[src/rtl/aks_pkg.sv]
package aks_pkg;
  localparam int unsigned WORD_W  = 32;
  localparam int unsigned N_WORDS = 4;
  localparam int unsigned KEY_W   = WORD_W * N_WORDS;
  localparam int unsigned BYTE_W  = 8;
  localparam logic [BYTE_W-1:0] AFFINE_C = 8'h63;

  function automatic logic [7:0] gf_xtime(input logic [7:0] a);
    return {a[6:0], 1'b0} ^ (a[7] ? 8'h1b : 8'h00);
  endfunction

  function automatic logic [7:0] gf_inv_xtime(input logic [7:0] a);
    logic [7:0] t;
    t = a[0] ? (a ^ 8'h1b) : a;
    return {a[0], t[7:1]};
  endfunction

  function automatic logic [7:0] gf_mul(input logic [7:0] a, input logic [7:0] b);
    logic [7:0] p, x;
    p = 8'h00;
    x = a;
    for (int i = 0; i < 8; i++) begin
      if (b[i]) p = p ^ x;
      x = gf_xtime(x);
    end
    return p;
  endfunction

  // x^254 = x^-1, and 0 maps to 0
  function automatic logic [7:0] gf_inv(input logic [7:0] a);
    logic [7:0] sq, acc;
    sq  = a;
    acc = 8'h01;
    for (int i = 0; i < 7; i++) begin
      sq  = gf_mul(sq, sq);
      acc = gf_mul(acc, sq);
    end
    return acc;
  endfunction

  // constant for stepping from round n-1 to round n, for n >= 1
  function automatic logic [7:0] rcon_of(input int unsigned n);
    logic [7:0] r;
    r = 8'h01;
    for (int unsigned i = 1; i < n; i++) r = gf_xtime(r);
    return r;
  endfunction
endpackage

[src/rtl/aks_sbox.sv]
module aks_sbox (
  input  logic [7:0] a_i,
  output logic [7:0] s_o
);
  import aks_pkg::*;
  logic [7:0] inv;

  always_comb begin
    inv = gf_inv(a_i);
    for (int i = 0; i < 8; i++) begin
      s_o[i] = inv[i] ^ inv[(i + 4) % 8] ^ inv[(i + 5) % 8] ^
               inv[(i + 6) % 8] ^ inv[(i + 7) % 8] ^ AFFINE_C[i];
    end
  end
endmodule

[src/rtl/aks_subword.sv]
module aks_subword
  import aks_pkg::*;
(
  input  logic [WORD_W-1:0] w_i,
  output logic [WORD_W-1:0] w_o
);
  localparam int unsigned N_LANES = WORD_W / BYTE_W;

  for (genvar g = 0; g < N_LANES; g++) begin : g_lane
    aks_sbox u_sbox (
      .a_i(w_i[g*BYTE_W +: BYTE_W]),
      .s_o(w_o[g*BYTE_W +: BYTE_W])
    );
  end
endmodule

[src/rtl/aks_rcon_seq.sv]
module aks_rcon_seq
  import aks_pkg::*;
#(
  parameter int unsigned LAST_ROUND = 10
) (
  input  logic        clk_i,
  input  logic        rst_ni,
  input  logic        load_i,
  input  logic        rev_i,
  input  logic        adv_i,
  output logic [7:0]  rc_fwd_o,
  output logic [7:0]  rc_rev_o
);
  // register holds the constant for round index+1
  localparam logic [7:0] RC_FIRST = rcon_of(1);
  localparam logic [7:0] RC_PAST  = rcon_of(LAST_ROUND + 1);

  logic [7:0] rc_q;

  always_ff @(posedge clk_i or negedge rst_ni) begin
    if (!rst_ni)      rc_q <= RC_FIRST;
    else if (load_i)  rc_q <= rev_i ? RC_PAST : RC_FIRST;
    else if (adv_i)   rc_q <= rev_i ? gf_inv_xtime(rc_q) : gf_xtime(rc_q);
  end

  assign rc_fwd_o = rc_q;
  assign rc_rev_o = gf_inv_xtime(rc_q);
endmodule

[src/rtl/aks_key_step.sv]
module aks_key_step
  import aks_pkg::*;
(
  input  logic [KEY_W-1:0] key_i,
  input  logic             rev_i,
  input  logic [7:0]       rc_fwd_i,
  input  logic [7:0]       rc_rev_i,
  output logic [KEY_W-1:0] next_o
);
  logic [WORD_W-1:0] w [N_WORDS];
  logic [WORD_W-1:0] f [N_WORDS];
  logic [WORD_W-1:0] r [N_WORDS];
  logic [WORD_W-1:0] sw_in, sw_pre, sw_out, mix;
  logic [7:0]        rc;

  for (genvar g = 0; g < N_WORDS; g++) begin : g_split
    assign w[g] = key_i[KEY_W-1-g*WORD_W -: WORD_W];
  end

  // undo the chain first: the last word recovers without the S-box
  assign r[3] = w[3] ^ w[2];
  assign r[2] = w[2] ^ w[1];
  assign r[1] = w[1] ^ w[0];

  assign sw_pre = rev_i ? r[3] : w[3];
  assign sw_in  = {sw_pre[WORD_W-9:0], sw_pre[WORD_W-1 -: 8]};
  assign rc     = rev_i ? rc_rev_i : rc_fwd_i;

  aks_subword u_subword (
    .w_i(sw_in),
    .w_o(sw_out)
  );

  assign mix  = sw_out ^ {rc, {(WORD_W-8){1'b0}}};
  assign r[0] = w[0] ^ mix;

  assign f[0] = w[0] ^ mix;
  for (genvar g = 1; g < N_WORDS; g++) begin : g_chain
    assign f[g] = w[g] ^ f[g-1];
  end

  always_comb begin
    for (int i = 0; i < N_WORDS; i++) begin
      next_o[KEY_W-1-i*WORD_W -: WORD_W] = rev_i ? r[i] : f[i];
    end
  end
endmodule

[src/rtl/aes_key_stepper.sv]
module aes_key_stepper
  import aks_pkg::*;
#(
  parameter int unsigned LAST_ROUND = 10,
  parameter int unsigned ROUND_W    = $clog2(LAST_ROUND + 1)
) (
  input  logic               clk_i,
  input  logic               rst_ni,
  input  logic               load_i,
  input  logic [KEY_W-1:0]   key_i,
  input  logic               step_i,
  input  logic               dir_rev_i,
  output logic [KEY_W-1:0]   rkey_o,
  output logic [ROUND_W-1:0] round_o
);
  localparam logic [ROUND_W-1:0] R_LAST = ROUND_W'(LAST_ROUND);

  logic [KEY_W-1:0]   key_q, key_nxt;
  logic [ROUND_W-1:0] round_q;
  logic [7:0]         rc_fwd, rc_rev;
  logic               at_end, adv;

  assign at_end = dir_rev_i ? (round_q == '0) : (round_q == R_LAST);
  assign adv    = step_i && !load_i && !at_end;

  aks_rcon_seq #(.LAST_ROUND(LAST_ROUND)) u_rcon (
    .clk_i   (clk_i),
    .rst_ni  (rst_ni),
    .load_i  (load_i),
    .rev_i   (dir_rev_i),
    .adv_i   (adv),
    .rc_fwd_o(rc_fwd),
    .rc_rev_o(rc_rev)
  );

  aks_key_step u_step (
    .key_i   (key_q),
    .rev_i   (dir_rev_i),
    .rc_fwd_i(rc_fwd),
    .rc_rev_i(rc_rev),
    .next_o  (key_nxt)
  );

  always_ff @(posedge clk_i or negedge rst_ni) begin
    if (!rst_ni) begin
      key_q   <= '0;
      round_q <= '0;
    end else if (load_i) begin
      key_q   <= key_i;
      round_q <= dir_rev_i ? R_LAST : '0;
    end else if (adv) begin
      key_q   <= key_nxt;
      round_q <= dir_rev_i ? round_q - 1'b1 : round_q + 1'b1;
    end
  end

  assign rkey_o  = key_q;
  assign round_o = round_q;
endmodule

[config.mk]
export PLATFORM = sky130hd
export DESIGN_NAME = aes_key_stepper
export DESIGN_NICKNAME = d
export VERILOG_FILES = /design/src/rtl/aks_pkg.sv /design/src/rtl/aks_sbox.sv /design/src/rtl/aks_subword.sv /design/src/rtl/aks_rcon_seq.sv /design/src/rtl/aks_key_step.sv /design/src/rtl/aes_key_stepper.sv
export SDC_FILE = /design/constraint.sdc
export NUM_CORES = 2
export LEC_CHECK = 0
export BUFFER_PORTS_ARGS = -buffer_cell sky130_fd_sc_hd__buf_4
export CELL_PAD_IN_SITES_DETAIL_PLACEMENT = 0
export CELL_PAD_IN_SITES_GLOBAL_PLACEMENT = 1
export CORE_UTILIZATION = 45
export DETAILED_ROUTE_END_ITERATION = 6
export GPL_ROUTABILITY_DRIVEN = 0
export PLACE_DENSITY = 0.92
export REMOVE_ABC_BUFFERS = 1
export SETUP_SLACK_MARGIN = 0.4
export SLEW_MARGIN = 20
export SYNTH_ARGS = -nofsm -noshare
export SYNTH_HDL_FRONTEND = slang
export SYNTH_SLANG_ARGS = --single-unit
[constraint.sdc]
create_clock -name clk_i -period 18.7 [get_ports clk_i]
set_clock_uncertainty 0.2 [all_clocks]
set_input_delay 0 -clock clk_i [delete_from_list [all_inputs] [get_ports clk_i]]
set_output_delay 0 -clock clk_i [all_outputs]
set_load 0.1 [all_outputs]
## Word-level counts from Yosys, hierarchy flattened

Cells that the tools add are included.

- Register bits after elaboration: 140
- Latch bits: 0
- RAM bits: 0
- ROM bits: 0
- Input bits: 133
- Output and inout bits: 132
- Logic and storage cells: 1736
- Memories kept: 0

- $add $sub $neg: 2
- Multiply operators: 0
- Divide/modulo/power cells: 0
- Magnitude comparators: 0
- Eq/ne operators: 1
- Shifts and indexed selects: 0
- Muxes and demuxes: 830
- Bitwise logic cells: 894
- Reductions and logical operators: 6

Operator list:

| kind | count |
|---|---|
| 8-bit bitwise XOR | 728 |
| 8-bit two-way mux | 424 |
| 5-bit two-way mux | 370 |
| 128-bit two-way mux | 2 |
| 32-bit bitwise XOR | 8 |
| 32-bit two-way mux | 4 |
| 1-bit bitwise XOR | 112 |
| 7-bit two-way mux | 5 |
| 4-bit two-way mux | 8 |
| 1-bit NOT, first input constant | 28 |
| 6-bit two-way mux | 4 |
| 1-bit NOT | 16 |
| 3-bit two-way mux | 4 |
| 2-bit two-way mux | 4 |
| 8-bit by 5-bit bitwise XOR with 8-bit output | 1 |
| 1-bit two-way mux | 5 |
| 4-bit by 1-bit adder with 4-bit output, second input constant | 1 |
| 4-bit equality test, second input constant | 1 |
| 4-bit logical NOT | 1 |
| 4-bit NOT | 1 |
| 4-bit by 1-bit subtractor with 4-bit output, second input constant | 1 |
| 1-bit logical AND | 2 |
| 1-bit logical NOT | 2 |
| 2-bit nonzero test | 1 |

## Longest topological paths before layout

- Word-level depth: 142
- Depth in mapped cells: 84
- Mapped depth without buffers: 64

## Modules after synthesis

From an unflattened synthesis, not the netlist that was laid out.

- Cell total of the unflattened synthesis: 9560
- Area, all modules: 75230.9 sq um

Modules (own cells, without submodules):

| module | times used | cells an instance | area an instance (sq um) | seq. area each (sq um) |
|---|---|---|---|---|
| aks_sbox | 4 | 2025 | 15723.8 | 0.0 |
| aes_key_stepper | 1 | 930 | 8170.3 | 3303.2 |
| aks_key_step | 1 | 471 | 3607.2 | 0.0 |
| aks_rcon_seq | 1 | 59 | 558.0 | 201.4 |

## Worst setup path before layout

No wires, ideal clock.

- Kind: in2reg
- Start point: input port dir_rev_i
- End point: register key_q[8] (netlist: rkey_o[8])
- Arrival time: 18.213 ns
- Required time: 18.375 ns
- Path slack: 0.163 ns
- Stages on the path: 74
- Path buffers: 18
- Cells stage by stage: buf_4 > buf_4 > buf_6 > buf_6 > buf_6 > buf_6 > buf_6 > buf_6 > clkbuf_1 > clkbuf_1 > clkbuf_1 > clkbuf_1 > clkbuf_1 > nand2_1 > xnor2_1 > ha_1 > buf_2 > xor3_1 > [... 38 more ...] > xor2_1 > xnor3_1 > xnor2_1 > xor2_1 > nand2_1 > xor2_1 > xnor3_1 > xnor2_1 > xnor2_1 > xnor2_1 > xnor2_1 > xnor3_1 > xor2_1 > xnor2_1 > or3_1 > a21oi_1 > xnor2_1 > mux2_2

- Longest elaborated chain between the ends: 138

Ends and longest elaborated chain:

| element | line | source |
|---|---|---|
| from (decl) | aes_key_stepper.sv:12 | `input logic dir_rev_i,` |
| 32-bit two-way mux | aks_key_step.sv:25 | `assign sw_pre = rev_i ? r[3] : w[3];` |
| 5-bit two-way mux (tied with other cells) | aks_pkg.sv:9 | `return {a[6:0], 1'b0} ^ (a[7] ? 8'h1b : 8'h00);` |
| 8-bit bitwise XOR (on tied branches) | aks_pkg.sv:9, aks_pkg.sv:23 |  |
| 8-bit bitwise XOR / 8-bit two-way mux (equally long branches) | aks_pkg.sv:23 | `if (b[i]) p = p ^ x;` |
| 8-bit two-way mux / 8-bit bitwise XOR (equally long branches) | aks_pkg.sv:23 |  |
| 8-bit bitwise XOR / 8-bit two-way mux (equally long branches) | aks_pkg.sv:23 |  |
| 8-bit two-way mux / 8-bit bitwise XOR (equally long branches) | aks_pkg.sv:23 |  |
| 8-bit bitwise XOR / 8-bit two-way mux (equally long branches) | aks_pkg.sv:23 |  |
| [... 120 more ...] | n/a |  |
| 1-bit bitwise XOR | aks_sbox.sv:12 | `inv[(i + 6) % 8] ^ inv[(i + 7) % 8] ^ AFFINE_C[i];` |
| 1-bit NOT (no line) | n/a |  |
| 32-bit bitwise XOR | aks_key_step.sv:34 | `assign mix = sw_out ^ {rc, {(WORD_W-8){1'b0}}};` |
| 32-bit bitwise XOR | aks_key_step.sv:37 | `assign f[0] = w[0] ^ mix;` |
| 32-bit bitwise XOR (3 in series) | aks_key_step.sv:39 | `assign f[g] = w[g] ^ f[g-1];` |
| 32-bit two-way mux | aks_key_step.sv:44 | `next_o[KEY_W-1-i*WORD_W -: WORD_W] = rev_i ? r[i] : f[i];` |
| 128-bit two-way mux | aes_key_stepper.sv:51 | `end else if (adv) begin` |
| 128-bit two-way mux | aes_key_stepper.sv:48 | `end else if (load_i) begin` |
| to (signal assigned) | aes_key_stepper.sv:49 | `key_q <= key_i;` |
| to (signal assigned) | aes_key_stepper.sv:52 | `key_q <= key_nxt;` |
| to (decl) | aes_key_stepper.sv:18 | `logic [KEY_W-1:0] key_q, key_nxt;` |

Parallel ways exist; a longest one is shown, timed or not. The select of a mux whose other input is x is not followed.
A chain may end at the register's enable or synchronous reset.

## Worst setup path in the final report

- Start point: register key_q[55] (netlist: rkey_o[55])
- End point: register key_q[127] (netlist: rkey_o[127])

- Longest elaborated chain between the ends: 134

Ends and longest elaborated chain:

| element | line | source |
|---|---|---|
| 32-bit bitwise XOR * | aks_key_step.sv:21 | `assign r[3] = w[3] ^ w[2];` |
| 32-bit two-way mux * | aks_key_step.sv:25 |  |
| 5-bit two-way mux / 8-bit two-way mux (equally long branches) | aks_pkg.sv:9, aks_pkg.sv:23 |  |
| 8-bit bitwise XOR (on tied branches) | aks_pkg.sv:9, aks_pkg.sv:23 |  |
| 8-bit bitwise XOR / 8-bit two-way mux (equally long branches) | aks_pkg.sv:23 |  |
| 8-bit two-way mux / 8-bit bitwise XOR (equally long branches) | aks_pkg.sv:23 |  |
| 8-bit bitwise XOR / 8-bit two-way mux (equally long branches) | aks_pkg.sv:23 |  |
| 8-bit two-way mux / 8-bit bitwise XOR (equally long branches) | aks_pkg.sv:23 |  |
| [... 116 more ...] | n/a |  |
| 8-bit bitwise XOR | aks_pkg.sv:23 |  |
| 8-bit two-way mux * | aks_pkg.sv:23 |  |
| 1-bit bitwise XOR (3 in series) | aks_sbox.sv:11 | `s_o[i] = inv[i] ^ inv[(i + 4) % 8] ^ inv[(i + 5) % 8] ^` |
| 1-bit bitwise XOR * | aks_sbox.sv:12 |  |
| 32-bit bitwise XOR * | aks_key_step.sv:34 |  |
| 32-bit bitwise XOR * | aks_key_step.sv:35, aks_key_step.sv:37 |  |
| 128-bit two-way mux * | aes_key_stepper.sv:51 |  |
| 128-bit two-way mux * | aes_key_stepper.sv:48 |  |

Every way passes the cells marked *; elsewhere a longest branch is shown, timed or not. The select of a mux whose other input is x is not followed.

==> flow_metrics.py <==
metrics = {
    "run_status": {
        "outcome": "finished, violations left",
        "failed_checks": "DRC",
    },
    "timing": {
        "timing.final.crit_period_ps": 17650,
        "slew_at_the_pin_closest_to_its_max_slew_limit_ps": 1280,
        "setup_viol": 0,
        "post-route-period-util": 0.944,
        "slew_headroom": 0.142,
        "slew_viol_final": 0,
        "finalHoldViolations": 0,
        "timing.fmax_mhz": 56.6,
        "final.setup.worst_slack_ps": 1050,
        "unrepaired_setup_endpoints_after_global_routing": "false",
    },
    "global_routing": {
        "grt_pass1_wl_mm": 354,
        "grt-ovfl-total": 0,
        "grt_start_max_net_pins": 81,
        "global_route.usage.total": 0.282,
        "via_count_of_the_first_global_routing_pass": 63376,
        "number_of_antenna_violations_at_the_first_check_in_global_routing": 2,
    },
    "floorplanning": {
        "dieWidth_um": 392,
        "fp.dieH_um": 392,
        "rows": 142,
        "io-pin-count": 265,
        "die_area_um2": 154000,
        "core_um2": 151000,
        "initial_utilization": 0.455,
    },
    "layout": {
        "area_of_the_multi_input_gates_um2": 63500,
        "flow.area_growth_from_synthesis_pct": 14.2,
        "layout.cell_area.non_filler_um2": 78300,
        "fin_util": 0.520,
        "final_layout_size_suffix_gt1_frac": 0.145,
        "final_net_count": 9569,
        "fill_cells": 14162,
        "layout.area.seq_um2": 3510,
        "layout.cells.non_filler": 11444,
    },
    "placement": {
        "hpwlAfterDp_mm": 163,
        "port-buffer-count": 264,
        "placedInstanceArea_um2": 73800,
        "detailedPlace.worstSlack_ps": -232,
        "place.detailed.instances": 11126,
    },
    "clock_tree": {
        "clk_latency_worst_skew_pair_ps": 550,
        "htree_levels": 4,
        "tritoncts": "built",
        "cts-root-buf": "clkbuf_16",
        "ctsLongestPathBuffers": 2,
        "number_of_buffers_inserted_during_clock_tree_synthesis": 17,
        "clock_sink_count": 140,
        "cts.clk_slew.worst_paths_ps": 80,
    },
    "route": {
        "detail_route.iter0.violations": 7042,
        "via_count": 67700,
        "route.final.wire_length_mm": 226,
        "dr.pass1.iters": 7,
        "post-route-drc-count": 1,
        "vias_per_cell": 5.92,
        "postRouteAntennaNets": 0,
        "drt-wirelength-per-cell_um": 19.8,
    },
    "critical_path": {
        "critPathMaxStageDelay_ps": 640,
        "timing.critical_path.required_ps": 18940,
        "critPathLaunchType": "flip-flop",
        "critPathMostFrequentCell": "xnor2_4",
        "timing.setup.critical_path_class": "reg2reg",
        "maximum_fanout_encountered_on_the_critical_timing_path": 13,
        "timing.critical_path.arrival_ps": 17890,
        "crit_slowest_cell": "xnor3_4",
        "cp-end-kind": "flip-flop",
    },
    "synth": {
        "yosys.area.top_type": "xnor2_1",
        "synth-main-ff-cell": "dfrtp_1",
        "synthDominantCellAreaShare": 0.215,
        "synthDistinctLibCells": 126,
        "synth.cells.most_frequent": "1681 x xnor2_1, 1206 x nor2_1, 984 x nand2_1, 605 x xor2_1, 489 x a21oi_1",
        "yosys_warnings": 0,
        "synth.most_common_cell": "xnor2_1",
        "asyncSetResetFlopFracSynth": 1.00,
        "syn_area_um2": 68600,
        "post_synth.cell_area_avg_um2": 7.55,
        "ys_ff_latch": 140,
        "synth-seq-area-share": 0.0511,
        "synth_cells": 9086,
        "post_synth_main_area_contributors": "xnor2_1 21%, xnor3_1 11%, xor2_1 7.7%, nor2_1 6.6%, nand2_1 5.4%",
        "synth_edf_count": 0,
    },
    "worst_hold_path": {
        "worst_hold_path_type": "in2reg",
    },
    "run": {
        "number_of_max_cap_violations": 0,
    },
}
==> layout by cell type (no fill, tap or decap), types with 56 or more instances in the layout <==
master         Yosys  layout
o22ai_1          144     143
a211oi_1          74      74
a31oi_1           67      65
a21oi_1          489     488
inv_1             70      68
xnor2_1         1681    1584
mux2_2           107     107
dlygate4sd3_1      0     232
nor3_1           209     209
and2_1            57      56
xnor2_2          103     169
mux2i_1          214     213
a32oi_1           64      64
xor2_1           605     579
o211ai_1          76      76
dfrtp_1          139     137
buf_4             35     710
nand3_1          181     181
o21ai_0          415     414
nand2b_1         118     117
nand2_1          984     982
xnor3_1          325     299
nor2b_1           77      77
nor2_1          1206    1203
o21ai_1           56      56
==> area by class of cell <==
cell class / count / share of cell area
clock buffers: 19 / 0.00565
diodes: 1 / 0.0000319
repair buffers: 953 / 0.100
inverters: 98 / 0.00479
well taps: 2016 / 0.0322
flip-flops and latches: 140 / 0.0448
multi-input cells: 8204 / 0.811
clock inverters: 13 / 0.00196
==> path summary, 6_finish.rpt <==
path,startpoint,slack [ps],cells after the start,endpoint
min reg2reg,u_rcon.rc_fwd_o[0]$_DFFE_PN1P_,370,2,u_rcon.rc_fwd_o[0]$_DFFE_PN1P_
max,rkey_o[55]$_DFFE_PN0P_,1050,62,rkey_o[127]$_DFFE_PN0P_
max in group asynchronous,rst_ni,17130,4,rkey_o[54]$_DFFE_PN0P_
min in group asynchronous,rst_ni,410,3,u_rcon.rc_fwd_o[0]$_DFFE_PN1P_
max reg2reg,rkey_o[55]$_DFFE_PN0P_,1050,62,rkey_o[127]$_DFFE_PN0P_
min,key_i[75],20,3,rkey_o[75]$_DFFE_PN0P_
==> metal layers <==
layer	up-vias	routed length, um	GRT usage
met5	-	13	0
met4	2	6920	0.0888
met3	421	19300	0.0413
met2	3115	104000	0.455
met1	32346	96200	0.383
li1	31816	-	-
==> stage by stage <==
step | TNS (ps) | hold WS [ps]
6_report | 0 | 24.4
5_1_grt | 0 | 38.4
4_1_cts | 0 | 0.150
3_5_place_dp | -1670 | -124
3_3_place_gp | 0 | -125
2_1_floorplan | -175850 | -496
==> worst max-delay path, delay by kind of cell, from the launching register on <==
kind | cells | cell delay (ps)
buffers and inverters | 6 | 1240
XOR/XNOR | 25 | 8530
AND/OR/NAND/NOR | 13 | 3140
multiplexers | 3 | 740
adder cells (fa/ha/maj) | 2 | 830
AO/OA/AOI/OAI | 13 | 2330
flip-flops | 1 | 500
==> sequential cells by signal (all words and copies together) (netlist names) <==
name,count
round_o,4
u_rcon.rc_fwd_o,8
rkey_o,128
==> what timing repair did <==
item	4_1_cts	5_1_grt
pin swaps	1	25
gates cloned	0	1
endpoints found under the setup margin	38	126
gates resized for setup	15	162
buffers inserted	2	49
hold endpoints to repair	197	0
hold buffers	233	0
==> logic make-up (layout without fill, tap and decap cells) <==
group / count (synthesis) / in the layout / share of synthesized area
mux: 331 / 331 / 0.0511
xor+xnor: 2852 / 2853 / 0.468
compound gates: 1860 / 1860 / 0.175
flops: 140 / 140 / 0.0511
fa+ha+maj: 22 / 22 / 0.00412
buf+inv: 743 / 1083 / 0.0474
other cells: 0 / 1 / 0
simple gates: 3138 / 3138 / 0.203
Power is not shown: default switching activity piles up to over one toggle a cycle in this logic, so the estimate is an artifact.
